### src/rtl/status_reg_pkg.sv
package status_reg_pkg;
  localparam int AW = 3;

  typedef enum logic [AW-1:0] {
    SEL_COND = 3'd0,
    SEL_RISE = 3'd1,
    SEL_FALL = 3'd2,
    SEL_EVT  = 3'd3,
    SEL_EN   = 3'd4
  } sel_t;

  // bits that passed either filter
  function automatic logic [63:0] filt_edges(input logic [63:0] rise, input logic [63:0] fall,
                                             input logic [63:0] rmask, input logic [63:0] fmask);
    return (rise & rmask) | (fall & fmask);
  endfunction

  // sticky update with clear-on-read; new edges win over the clear
  function automatic logic [63:0] evt_update(input logic [63:0] cur, input logic clr,
                                             input logic [63:0] setv);
    return (clr ? 64'd0 : cur) | setv;
  endfunction
endpackage

### src/rtl/sr_edge_detect.sv
module sr_edge_detect #(
  parameter int WIDTH = 16
) (
  input  logic             clk,
  input  logic             rst_n,
  input  logic [WIDTH-1:0] cond_in,
  output logic [WIDTH-1:0] rise,
  output logic [WIDTH-1:0] fall
);
  logic [WIDTH-1:0] cond_q;
  logic             primed;

  always_ff @(posedge clk) begin
    if (!rst_n) begin
      cond_q <= '0;
      primed <= 1'b0;
    end else begin
      cond_q <= cond_in;
      primed <= 1'b1;
    end
  end

  assign rise = primed ? (cond_in & ~cond_q) : '0;
  assign fall = primed ? (~cond_in & cond_q) : '0;


  rise_then_high_chk: assert property (@(posedge clk) disable iff (!rst_n)
    (rise != '0) |=> ((cond_q & $past(rise)) == $past(rise)));
endmodule

### src/rtl/sr_event_store.sv
module sr_event_store #(
  parameter int WIDTH = 16
) (
  input  logic             clk,
  input  logic             rst_n,
  input  logic [WIDTH-1:0] set_bits,
  input  logic             clr_all,
  output logic [WIDTH-1:0] evt
);
  import status_reg_pkg::*;

  always_ff @(posedge clk) begin
    if (!rst_n) evt <= '0;
    else        evt <= WIDTH'(evt_update(64'(evt), clr_all, 64'(set_bits)));
  end


  evt_sticky_chk: assert property (@(posedge clk) disable iff (!rst_n)
    !clr_all |=> ((evt & $past(evt)) == $past(evt)));

  evt_clear_chk: assert property (@(posedge clk) disable iff (!rst_n)
    (clr_all && set_bits == '0) |=> (evt == '0));

  evt_cause_chk: assert property (@(posedge clk) disable iff (!rst_n)
    1'b1 |=> ((evt & ~$past(evt) & ~$past(set_bits)) == '0));

  evt_survive_chk: assert property (@(posedge clk) disable iff (!rst_n)
    clr_all |=> ((evt & $past(set_bits)) == $past(set_bits)));
endmodule

### src/rtl/sr_summary.sv
module sr_summary #(
  parameter int WIDTH = 16
) (
  input  logic             clk,
  input  logic             rst_n,
  input  logic [WIDTH-1:0] evt,
  input  logic [WIDTH-1:0] en,
  output logic             sum_q
);
  always_ff @(posedge clk) begin
    if (!rst_n) sum_q <= 1'b0;
    else        sum_q <= |(evt & en);
  end


  sum_low_chk: assert property (@(posedge clk) disable iff (!rst_n)
    ((evt & en) == '0) |=> !sum_q);

  sum_high_chk: assert property (@(posedge clk) disable iff (!rst_n)
    ((evt & en) != '0) |=> sum_q);
endmodule

### src/rtl/status_reg.sv
module status_reg #(
  parameter int WIDTH = 16
) (
  input  logic                          clk,
  input  logic                          rst_n,
  input  logic [WIDTH-1:0]              cond_in,
  input  logic [status_reg_pkg::AW-1:0] addr,
  input  logic                          wr_en,
  input  logic [WIDTH-1:0]              wr_data,
  input  logic                          rd_en,
  output logic [WIDTH-1:0]              rd_data,
  output logic                          summary
);
  import status_reg_pkg::*;

  logic [WIDTH-1:0] rmask, fmask, en_r, evt, rise, fall, set_bits;
  logic             clr_all;

  sr_edge_detect #(.WIDTH(WIDTH)) u_edge (
    .clk(clk), .rst_n(rst_n), .cond_in(cond_in), .rise(rise), .fall(fall));

  assign set_bits = WIDTH'(filt_edges(64'(rise), 64'(fall), 64'(rmask), 64'(fmask)));
  assign clr_all  = rd_en && (addr == SEL_EVT);

  sr_event_store #(.WIDTH(WIDTH)) u_evt (
    .clk(clk), .rst_n(rst_n), .set_bits(set_bits), .clr_all(clr_all), .evt(evt));

  sr_summary #(.WIDTH(WIDTH)) u_sum (
    .clk(clk), .rst_n(rst_n), .evt(evt), .en(en_r), .sum_q(summary));

  always_ff @(posedge clk) begin
    if (!rst_n) begin
      rmask <= '1;
      fmask <= '0;
      en_r  <= '0;
    end else if (wr_en) begin
      case (addr)
        SEL_RISE: rmask <= wr_data;
        SEL_FALL: fmask <= wr_data;
        SEL_EN:   en_r  <= wr_data;
        default:  ;
      endcase
    end
  end

  always_ff @(posedge clk) begin
    if (!rst_n) rd_data <= '0;
    else if (rd_en) begin
      case (addr)
        SEL_COND: rd_data <= cond_in;
        SEL_RISE: rd_data <= rmask;
        SEL_FALL: rd_data <= fmask;
        SEL_EVT:  rd_data <= evt;
        SEL_EN:   rd_data <= en_r;
        default:  rd_data <= '0;
      endcase
    end
  end


  mask_hold_chk: assert property (@(posedge clk) disable iff (!rst_n)
    !wr_en |=> ($stable(rmask) && $stable(fmask) && $stable(en_r)));
endmodule

### config.mk
export PLATFORM = sky130hd
export DESIGN_NAME = status_reg
export DESIGN_NICKNAME = d
export VERILOG_FILES = /design/src/rtl/status_reg_pkg.sv /design/src/rtl/sr_edge_detect.sv /design/src/rtl/sr_event_store.sv /design/src/rtl/sr_summary.sv /design/src/rtl/status_reg.sv
export SDC_FILE = /design/constraint.sdc
export NUM_CORES = 1
export LEC_CHECK = 0
export ABC_AREA = 1
export BUFFER_PORTS_ARGS = -buffer_cell sky130_fd_sc_hd__clkbuf_2
export CAP_MARGIN = 20
export CORE_MARGIN = 5
export CORE_UTILIZATION = 45
export DETAILED_ROUTE_END_ITERATION = 12
export GPL_TIMING_DRIVEN = 0
export PLACE_DENSITY = 0.71
export SKIP_CTS_REPAIR_TIMING = 1
export SYNTH_ARGS = -nofsm -noshare
export SYNTH_HDL_FRONTEND = slang
export SYNTH_SLANG_ARGS = --single-unit
### constraint.sdc
create_clock -name clk -period 1.5 [get_ports clk]
set_input_delay 0.075 -clock clk [delete_from_list [all_inputs] [get_ports clk]]
set_output_delay 0.075 -clock clk [all_outputs]
set_load 0.005 [all_outputs]
; After elaboration in Yosys (flattened, before gate mapping)
; Cells that the tools add are included.
[totals]
reg_bits = 98
out_inout_bits = 17
elab_cells = 32
[classes]
eq_ne = 4
muxes = 5
n_bitwise = 9
reduce_logical = 6
[ops]
columns = operator, count
row1 = 16-bit bitwise AND, 5
row2 = 16-bit one-hot mux with 5 select lines, 1
row3 = 16-bit 2-to-1 mux, 3
row4 = 16-bit NOT, 2
row5 = 16-bit OR, 2
row6 = 16-bit OR reduction, 1
row7 = "3-bit by 2-bit == test with 1-bit output, second input constant", 2
row8 = 2-bit AND reduction, 3
row9 = "3-bit by 1-bit == test with 1-bit output, second input constant", 1
row10 = "3-bit == test, second input constant", 1
row11 = 3-bit zero test, 1
row12 = 1-bit logical AND, 1
row13 = 1-bit 2-to-1 mux, 1

; Longest topological paths before layout
; Gate-level depths: netlist (run 1).
[depth]
depth_word = 6
mapped_depth = 9

; Modules after synthesis
; From an unflattened synthesis (run 1), not the netlist that was laid out.
[unflattened]
cells_unflattened = 675
area_unflattened_um2 = 4743.3
[modules_own_cells]
columns = module, n_inst, cells_per_inst, area_per_inst_um2, seq_area_each_um2
row1 = status_reg, 1, 455, 3260.6, 1281.2
row2 = sr_edge_detect, 1, 118, 752.0, 340.3
row3 = sr_event_store, 1, 68, 586.8, 320.3
row4 = sr_summary, 1, 34, 143.9, 20.0

; Worst setup path before layout (run 1)
; OpenSTA, ideal clock, no wires.
[synth_path]
path_type = input port to flip-flop
from = in addr[2] (netlist bit)
to = reg fmask[0]
setup_time_ps = 128
arrival_time_ps = 970
t_required_ps = 1372
setup_slack_ps = 401
cell_stages = 6
path_buffers = 2
cell_sequence = buf_4 -> nor2_2 -> nand3_1 -> clkbuf_1 -> o21ai_0 -> a21oi_1
[synth_between]
elab_chain_len = 2
[synth_rtl]
columns = item, line_no
row1 = "start, declared", status_reg.sv:7  ; input logic [status_reg_pkg::AW-1:0] addr,
row2 = 3-bit by 2-bit == test with 1-bit output, status_reg.sv:37  ; case (addr)
row3 = 2-bit AND reduction (no line), -
row4 = "end signal, assigned", status_reg.sv:39  ; SEL_FALL: fmask <= wr_data;
row5 = "end, declared", status_reg.sv:16  ; logic [WIDTH-1:0] rmask, fmask, en_r, evt, rise, fall, set_bits;
; No other way between the ends.
; A chain may end at the register's enable or synchronous reset.

; Worst setup path after layout (run 1)
[layout_path]
from = in addr[2] (netlist bit)
to = reg rd_data[6]
[layout_between]
elab_chain_len = 2
word_cells_on_any_way = 6
[layout_rtl]
columns = item, line_no
row1 = "3-bit == test, or another cell as far along", status_reg.sv:49  ; case (addr)
row2 = 16-bit one-hot mux with 5 select lines *, status_reg.sv:49
row3 = "end signal, assigned", status_reg.sv:50  ; SEL_COND: rd_data <= cond_in;
row4 = "end signal, assigned", status_reg.sv:51  ; SEL_RISE: rd_data <= rmask;
row5 = "end signal, assigned", status_reg.sv:52  ; SEL_FALL: rd_data <= fmask;
row6 = "end, declared", status_reg.sv:11  ; output logic [WIDTH-1:0] rd_data,
; Mark *: on every way between the ends. The rest lies on a longest branch, timed or not.

==> summary.txt, run 1 <==
Critical path
  • Crit Path Class: in -> reg
  • Crit-path max FO: 10
  • Critical path capture point type: flip-flop
  • Data arrival, critical path: 1.66 ns
  • Worst Path Required: 1.76 ns
  • CP Launch Type: primary input

Pwr
  • Reported net switching power: 1.43 mW
  • Total power: 5.61 mW
  • Power density over cell area: 1060 nW/um^2
  • Combinational Power Share: 12.1%
  • Clk network pwr share: 37.8%
  • Seq pwr share: 50.1%
  • VDD IR max: 0.000392 V
  • Internal power: 4.18 mW
  • Leakage power: 2.37 nW
  • Switching Fraction: 25.5%

Synth
  • Library cells used by synthesis: 18
  • Synth top area share: 45.5%
  • Ys Warns: 0
  • Post-synth ARST share: 0%
  • Register area share after synthesis: 45.5%
  • Synth area leader: dfxtp_1
  • Avg Cell Area, Syn: 7.07 um^2
  • Count leader, synth: nand2_1
  • Yosys reg bits: 98
  • Synth Instances: 610
  • Synthesized cell area: 4310 um^2
  • Syn_nets: 649
  • Top post-synthesis cells by count: nand2_1 (126), dfxtp_1 (98), nand3_1 (94)
  • Top cells by area, synth: dfxtp_1 (46%), nand2_1 (11%), nand3_1 (11%)
  • Synth Flop Type: dfxtp_1
  • Post-synth EDFFs: 0

Die
  • Row count: 35
  • Core ar.: 9280 um^2
  • Initial Utilization: 46.4%
  • Die height: 108 um
  • Die area: 11600 um^2
  • Die X: 108 um
  • Top Ports: 56

STA
  • Highest Clock Rate: 711 MHz
  • Fin. Hold Viols: 1
  • Setup TNS: 0 ns
  • Final period utilization: 93.8%
  • RSZ-0062 raised after global routing: false
  • Final setup fails: 0
  • Rel. slew slack: 48.0%
  • Min Tclk post-route: 1.41 ns
  • PnR worst setup slack: 0.0934 ns
  • Setup Skew: 0.0133 ns
  • Worst Tran Pin Value: 0.780 ns
  • Fin Hold WS: -0.0172 ns
  • Final Slew Violations: 0

Placed design
  • DPL Wire Length: 9.52 mm
  • Area post-placement: 4740 um^2
  • Routability Congestion: 0.923
  • Placed cell count: 792
  • Post-place setup slack: -0.312 ns
  • PortBufs: 53

Routing
  • WL met2: 6.41 mm
  • Max Used Layer: met4
  • DR vias: 4595
  • DRC: 0
  • Initial DRC Count: 737
  • Initial DRT Pass Iterations: 7
  • Routed WL: 14.1 mm
  • WL met1: 5.82 mm
  • DR WL/cell: 16.8 um
  • Antenna Violating Nets Remaining: 0
  • Met3 WL: 1.50 mm
  • Routed vias/inst: 5.48

Global routing
  • Largest net degree at the start of global routing: 16
  • Number of global-route vias before repair: 4168
  • GR Overflow Total: 0
  • First-pass GRT wire length: 22.1 mm
  • All-Layer GR Usage: 24.8%
  • Antenna violations before repair: 0

Clock tree
  • CTS Buffer Depth: 2
  • CTS Buf Count: 9
  • Clk root buf: clkbuf_8
  • Clock-pin slew on the worst setup and hold paths: 0.09 ns
  • CTS H-tree depth: 3
  • Clk sinks: 98
  • Worst-Skew Late Latency: 0.38 ns
  • TritonCTS clock tree: built

Flow run
  • Max_cap viols: 0

Run status
  • Failing checks: negative hold slack
  • Outcome: complete, but fails checks

Finish
  • Ant. Diodes: 0
  • Post-Layout Inst Area: 5310 um^2
  • Layout cells sized above 1: 12.3%
  • Area growth syn-to-layout: 23.2%
  • Nets: 744
  • Final cell count without fillers: 839

Min path
  • Hold WC Path Type: in -> reg
==> critical path, cell delays in order <==
cell and delay (ns):
clkbuf_2 0.13, buf_4 0.20, clkinv_1 0.31, buf_2 0.33
nand3_1 0.11, nand3_1 0.07, o21ai_0 0.32, a21oi_1 0.11
==> flip-flops by register name (all words and copies together) (netlist names) <==
| signal | flops |
|---|---|
| u_evt.evt | 16 |
| rd_data | 16 |
| u_edge.primed | 1 |
| u_sum.sum_q | 1 |
| u_edge.cond_q | 16 |
| en_r | 16 |
| fmask | 16 |
| rmask | 16 |
==> routing by layer <==
metal  GRT usage (%)  vias up
li1                -     2206
met1            34.6     2100
met2            37.6      255
met3            4.68       34
met4            9.65        0
met5               0        -
==> per-stage QoR <==
| stage | utilization (%) | hold WS, ns |
|---|---|---|
| 2_1_floorplan | - | 0.103 |
| 3_3_place_gp | 51.0 | 0.242 |
| 3_5_place_dp | 51.0 | 0.249 |
| 4_1_cts | 53.7 | -0.129 |
| 5_1_grt | 57.2 | 0.0255 |
| 6_report | 57.2 | -0.0172 |
==> path summary, 6_finish.rpt <==
kind                   endpoint  cells after the start           from  slack, ns
setup reg to reg  u_evt.evt[13]                      3  u_edge.primed       0.10
hold / removal        rmask[13]                      3    wr_data[13]      -0.02
hold reg to reg      rd_data[0]                      2     rd_data[0]       0.47
setup / recovery     rd_data[6]                      8        addr[2]       0.09
==> cell type report <==
cell class                 count  area [um^2]
multi-input combinational    406         1940
sequential                    98         1960
tap                          129          161
timing repair buffer          85          586
clock buffer                  11          151
fill                         898         3970
clock inverter                 5          100
inverter                      68          255
buffer                        37          160
==> cell usage in the layout, fill, tap and decap left out <==
cell type | synthesis | layout
a21oi_1 | 81 | 81
buf_2 | 10 | 10
buf_4 | 2 | 2
bufinv_16 | 0 | 3
clkbuf_1 | 26 | 24
clkbuf_2 | 0 | 54
clkbuf_8 | 0 | 11
clkinv_1 | 1 | 1
clkinv_2 | 0 | 2
dfxtp_1 | 98 | 98
dlygate4sd3_1 | 0 | 32
inv_1 | 66 | 66
inv_2 | 1 | 1
nand2_1 | 126 | 126
nand3_1 | 94 | 94
nand3_2 | 1 | 1
nand3b_1 | 16 | 16
nand4_1 | 5 | 5
nor2_1 | 16 | 16
nor2_2 | 2 | 1
nor2_4 | 1 | 2
o211ai_1 | 7 | 7
o21ai_0 | 57 | 57
==> kinds of logic (layout without fill, tap and decap cells) <==
logic type	Yosys count	count (layout)	synth area share [%]
buffers and inverters	106	206	9.69
DFF	98	98	45.5
AOI/OAI and AO/OA	145	145	17.2
and+or+nand+nor	261	261	27.6
==> power groups by stage <==
| stage | sequential [mW] | clock (mW) | combinational [mW] |
|---|---|---|---|
| floorplan | 2.85 | 0 | 0.352 |
| global placement | 2.86 | 0 | 0.585 |
| detailed placement | 2.87 | 0 | 0.598 |
| CTS | 2.81 | 2.13 | 0.603 |
| global route | 2.83 | 2.25 | 0.745 |
| finish | 2.82 | 2.12 | 0.677 |
Power figures use the tool's default switching activity.
==> run 2, diff against run 1 <==
--- a/config.mk
+++ b/config.mk
@@ -8,7 +8,7 @@
 export ABC_AREA = 1
 export BUFFER_PORTS_ARGS = -buffer_cell sky130_fd_sc_hd__clkbuf_2
 export CAP_MARGIN = 20
-export CORE_MARGIN = 5
+export CORE_MARGIN = 2
 export CORE_UTILIZATION = 45
 export DETAILED_ROUTE_END_ITERATION = 12
 export GPL_TIMING_DRIVEN = 0
==> constraint.sdc (replaced) <==
create_clock -name clk -period 1.5 [get_ports clk]
set_input_delay 0.15 -clock clk [delete_from_list [all_inputs] [get_ports clk]]
set_output_delay 0.15 -clock clk [all_outputs]
set_load 0.005 [all_outputs]
==> summary.txt, run 2 (synthesized netlist as in run 1, its figures left out) <==
Finish
  • Nets: 713
  • Layout filler cell count: 956
  • Most common cell after layout, fill and taps aside: nand2_1
  • Final cell count without fillers: 808
  • Most frequent cells in the layout: nand2_1 (126), dfxtp_1 (98), nand3_1 (93), a21oi_1 (81), inv_1 (66)
  • Layout cells sized above 1: 12.8%
  • Ant. Diodes: 0
  • Area growth syn-to-layout: 15.8%

Global routing
  • Antenna violations before repair: 0
  • All-Layer GR Usage: 26.4%
  • GR Overflow Total: 0
  • First-pass GRT wire length: 20.7 mm
  • Number of global-route vias before repair: 3958
  • Largest net degree at the start of global routing: 16

Critical path
  • FF-to-FF path depth: 3
  • Crit Path Class: reg -> reg
  • Data arrival, critical path: 1.70 ns
  • Worst path cell trace: clkbuf_2, nand3b_1, a21oi_1
  • CP Launch Type: flip-flop
  • Crit-path max FO: 10
  • Critical path's slowest cell: dfxtp_1
  • Worst Path Required: 1.79 ns
  • Critical path capture point type: flip-flop
  • Crit path largest cell delay: 0.65 ns

Die
  • Die area: 10400 um^2
  • Top Ports: 56
  • Die X: 102 um
  • Row count: 35
  • Initial Utilization: 46.4%
  • Die height: 102 um
  • Core ar.: 9280 um^2

STA
  • Final Slew Violations: 0
  • PnR worst setup slack: 0.0965 ns
  • Min Tclk post-route: 1.40 ns
  • RSZ-0062 raised after global routing: false
  • Setup Skew: 0.0115 ns
  • Highest Clock Rate: 713 MHz
  • Worst Tran Pin Value: 0.726 ns
  • Fin. Hold Viols: 0
  • Rel. slew slack: 51.6%
  • Final setup fails: 0
  • Final period utilization: 93.6%

Placed design
  • DPL Wire Length: 9.25 mm
  • Post-place setup slack: -0.381 ns
  • PortBufs: 53
  • Placed cell count: 792
  • Routability Congestion: 0.968

Pwr
  • VDD IR max: 0.000433 V
  • Power density over cell area: 1090 nW/um^2
  • Leakage power: 2.22 nW

Routing
  • Routed WL: 13.3 mm
  • Routed vias/inst: 5.50
  • DRC: 0
  • DR WL/cell: 16.5 um
  • Antenna Violating Nets Remaining: 0
  • Initial DRC Count: 499
  • Initial DRT Pass Iterations: 6
  • DR vias: 4440

Min path
  • Hold WC Path Type: in -> reg
  • Cell depth of the worst hold path: 3

Run status
  • Outcome: complete, no violations

Clock tree
  • CTS H-tree depth: 3
  • Clock-pin slew on the worst setup and hold paths: 0.09 ns
  • CTS Buf Count: 9
  • TritonCTS clock tree: built
  • Worst-Skew Late Latency: 0.37 ns
  • CTS Buffer Depth: 2
  • Clk root buf: clkbuf_8
  • Clk sinks: 98

Flow run
  • Max_cap viols: 0
run 2: metal layers:
metal | GRT usage (%) | wire length (um)
met5 | 0 | 0
met4 | 10.6 | 333
met3 | 4.51 | 1360
met2 | 40.5 | 5920
met1 | 37.3 | 5740
run 2: path summary, 6_finish.rpt:
| path | from | slack [ns] | to |
|---|---|---|---|
| setup reg to reg | u_edge.primed | 0.1 | u_evt.evt[8] |
| setup / recovery | u_edge.primed | 0.1 | u_evt.evt[8] |
| hold / removal | cond_in[3] | 0.006 | u_edge.cond_q[3] |
| hold reg to reg | en_r[5] | 0.47 | en_r[5] |
run 2: where the power goes:
part | internal, mW | switching (mW)
Sequential | 2.73 | 0.0853
Combinational | 0.209 | 0.403
Clock | 1.11 | 0.922
run 2: critical path: cells and delay by family, from the launching register on:
family                 cells  cell delay (ns)
AOI/OAI and AO/OA          1             0.14
buffers and inverters      1             0.40
DFF                        1             0.65
and+or+nand+nor            1             0.13
run 2: layout make-up:
cell class / instances / area (um^2) / share of cell area [%]
plain buffers: 37 / 160 / 3.21
clock buffers: 11 / 131 / 2.63
clock inverters: 5 / 103 / 2.05
inverters: 68 / 259 / 5.19
multi-input cells: 406 / 1940 / 38.9
flip-flops and latches: 98 / 1960 / 39.3
well taps: 129 / 161 / 3.23
repair buffers: 54 / 275 / 5.51
run 2: through the flow:
step           total power, mW  hold WS, ns  cell area (um^2)  TNS (ns)  util, %
3_3_place_gp              3.44        0.317              4740    -10.72     51.0
4_1_cts                   5.45      -0.0619              4970     -1.84     53.6
5_1_grt                   5.65      0.00467              4990         0     53.8
2_1_floorplan             3.20        0.178              4310         0        -
3_5_place_dp              3.46        0.314              4740    -11.88     51.0
6_report                  5.45      0.00551              4990         0     53.8
==> run 3, diff against run 2 <==
--- a/config.mk
+++ b/config.mk
@@ -6,13 +6,15 @@
 export NUM_CORES = 1
 export LEC_CHECK = 0
 export ABC_AREA = 1
-export BUFFER_PORTS_ARGS = -buffer_cell sky130_fd_sc_hd__clkbuf_2
 export CAP_MARGIN = 20
 export CORE_MARGIN = 2
 export CORE_UTILIZATION = 45
+export CTS_BUF_LIST = sky130_fd_sc_hd__clkbuf_16
 export DETAILED_ROUTE_END_ITERATION = 12
+export DONT_BUFFER_PORTS = 1
 export GPL_TIMING_DRIVEN = 0
-export PLACE_DENSITY = 0.71
+export PLACE_DENSITY = 0.66
+export RECOVER_POWER = 100
 export SKIP_CTS_REPAIR_TIMING = 1
 export SYNTH_ARGS = -nofsm -noshare
 export SYNTH_HDL_FRONTEND = slang
==> summary.txt, run 3 (synthesized netlist as in run 1, its figures left out) <==
Routing
  • Initial DRC Count: 455
  • DR WL/cell: 17.7 um
  • Initial DRT Pass Iterations: 5
  • Routed vias/inst: 5.61
  • Antenna Violating Nets Remaining: 0
  • DR vias: 4417
  • DRC: 0
  • Routed WL: 14.0 mm

Global routing
  • Antenna violations before repair: 0
  • All-Layer GR Usage: 27.3%
  • First-pass GRT wire length: 21.2 mm
  • Largest net degree at the start of global routing: 15
  • GR Overflow Total: 0
  • Number of global-route vias before repair: 3926

Finish
  • Nets: 693
  • Final cell count without fillers: 787
  • Area growth syn-to-layout: 17.7%
  • Ant. Diodes: 0
  • Most common cell after layout, fill and taps aside: nand2_1
  • Layout cells sized above 1: 4.41%
  • Layout filler cell count: 939
  • Most frequent cells in the layout: nand2_1 (126), dfxtp_1 (98), nand3_1 (95), a21oi_1 (81), inv_1 (67)
  • Core Util, Final: 54.7%

Critical path
  • Crit-path max FO: 10
  • Crit Path Class: reg -> reg
  • FF-to-FF path depth: 4
  • Worst setup endpoint: u_evt.evt[13]
  • Worst path cell trace: buf_1, clkbuf_2, nand3b_1, a21oi_1
  • Data arrival, critical path: 1.74 ns
  • Critical path capture point type: flip-flop
  • Worst Path Required: 1.76 ns
  • Critical path's slowest cell: buf_1
  • Crit Reg-Reg Endpoint: u_evt.evt[13]
  • CP Launch Type: flip-flop
  • Crit path largest cell delay: 0.38 ns
  • Worst reg2reg startpoint: u_edge.primed
  • Critical Path Start: u_edge.primed
  • Setup slack, reg-to-reg: 0.02 ns

Clock tree
  • Clk sinks: 98
  • Worst-Skew Late Latency: 0.34 ns
  • TritonCTS clock tree: built
  • CTS Buf Count: 9
  • Clk root buf: clkbuf_16
  • CTS Buffer Depth: 2
  • Clock-pin slew on the worst setup and hold paths: 0.07 ns
  • CTS H-tree depth: 3

STA
  • Final Slew Violations: 0
  • Final period utilization: 98.4%
  • Highest Clock Rate: 677 MHz
  • Fin. Hold Viols: 0
  • Final setup fails: 0
  • Min Tclk post-route: 1.48 ns
  • Setup Skew: 0.00849 ns
  • Rel. slew slack: 49.5%
  • PnR worst setup slack: 0.0234 ns
  • Worst Tran Pin Value: 0.758 ns
  • Fin Hold WS: 0.00661 ns

Min path
  • Hold WC Path Type: in -> reg

Placed design
  • Post-place setup slack: -0.277 ns
  • DPL Wire Length: 9.28 mm
  • Placed cell count: 739
  • PortBufs: 0
  • Routability Congestion: 0.945

Die
  • Top Ports: 56
  • Die height: 102 um
  • Row count: 35
  • Die X: 102 um
  • Core ar.: 9280 um^2
  • Die area: 10400 um^2
  • Initial Utilization: 46.4%

Pwr
  • VDD IR max: 0.000479 V
  • Power density over cell area: 1100 nW/um^2
  • Leakage power: 2.15 nW

Run status
  • Outcome: complete, no violations

Flow run
  • Max_cap viols: 0
==> run 3: changes by cell type in the layout (fill, tap and decap cells not counted), moves of 2 or more <==
cell,previous run,this run
bufinv_16,3,1
clkbuf_1,26,23
clkbuf_16,0,9
clkbuf_2,54,2
clkbuf_8,9,0
clkinv_1,0,4
clkinvlp_4,2,0
dlygate4sd3_1,1,33
nand3_1,93,95
nand3_2,2,0
==> run 3: worst min path at each step <==
stage               cells past startpoint        start       endpoint
floorplan                               0        rst_n  u_edge.primed
global placement                        0        rst_n  u_edge.primed
detailed placement                      0        rst_n  u_edge.primed
CTS                                     0        rst_n  u_edge.primed
global route                            2  wr_data[10]       en_r[10]
finish                                  2   wr_data[3]        en_r[3]
==> run 3: worst max-delay path: cells and delay by family (launching register included) <==
kind | cells | cell delay, ns
flip-flops | 1 | 0.30
AND/OR/NAND/NOR | 1 | 0.16
AO/OA/AOI/OAI | 1 | 0.16
buffers and inverters | 2 | 0.76
==> run 3: final cells by class <==
class	count	area, um^2	share of cell area [%]
flip-flops and latches	98	1960	38.6
clock buffers	9	225	4.44
clock inverters	6	50.0	0.986
well taps	129	161	3.18
plain buffers	38	165	3.25
inverters	68	255	5.03
repair buffers	33	330	6.51
multi-input cells	406	1930	38.0
==> run 3: report_power, final <==
part	switching, mW	internal (mW)	leakage [nW]
combinational	0.364	0.218	1.21
clock	0.943	1.26	0.139
sequential	0.0851	2.73	0.803
==> run 3: through the flow <==
| stage | TNS, ns | power, mW | instance area (um^2) |
|---|---|---|---|
| floorplan | 0 | 3.20 | 4310 |
| CTS | -1.56 | 5.55 | 4750 |
| global route | -0.00726 | 5.81 | 5080 |
| detailed placement | -6.24 | 3.37 | 4470 |
| global placement | -6.00 | 3.35 | 4470 |
| finish | 0 | 5.60 | 5080 |
==> run 3: layer usage <==
| metal | wire [um] | share of wire (%) | global-route usage (%) | vias up |
|---|---|---|---|---|
| met5 | 0 | 0 | 0 | - |
| met4 | 237 | 1.7 | 8.51 | 0 |
| met3 | 1690 | 12 | 6.91 | 23 |
| met2 | 6190 | 44 | 41.3 | 248 |
| met1 | 5850 | 42 | 38.5 | 2040 |
| li1 | - | - | - | 2106 |
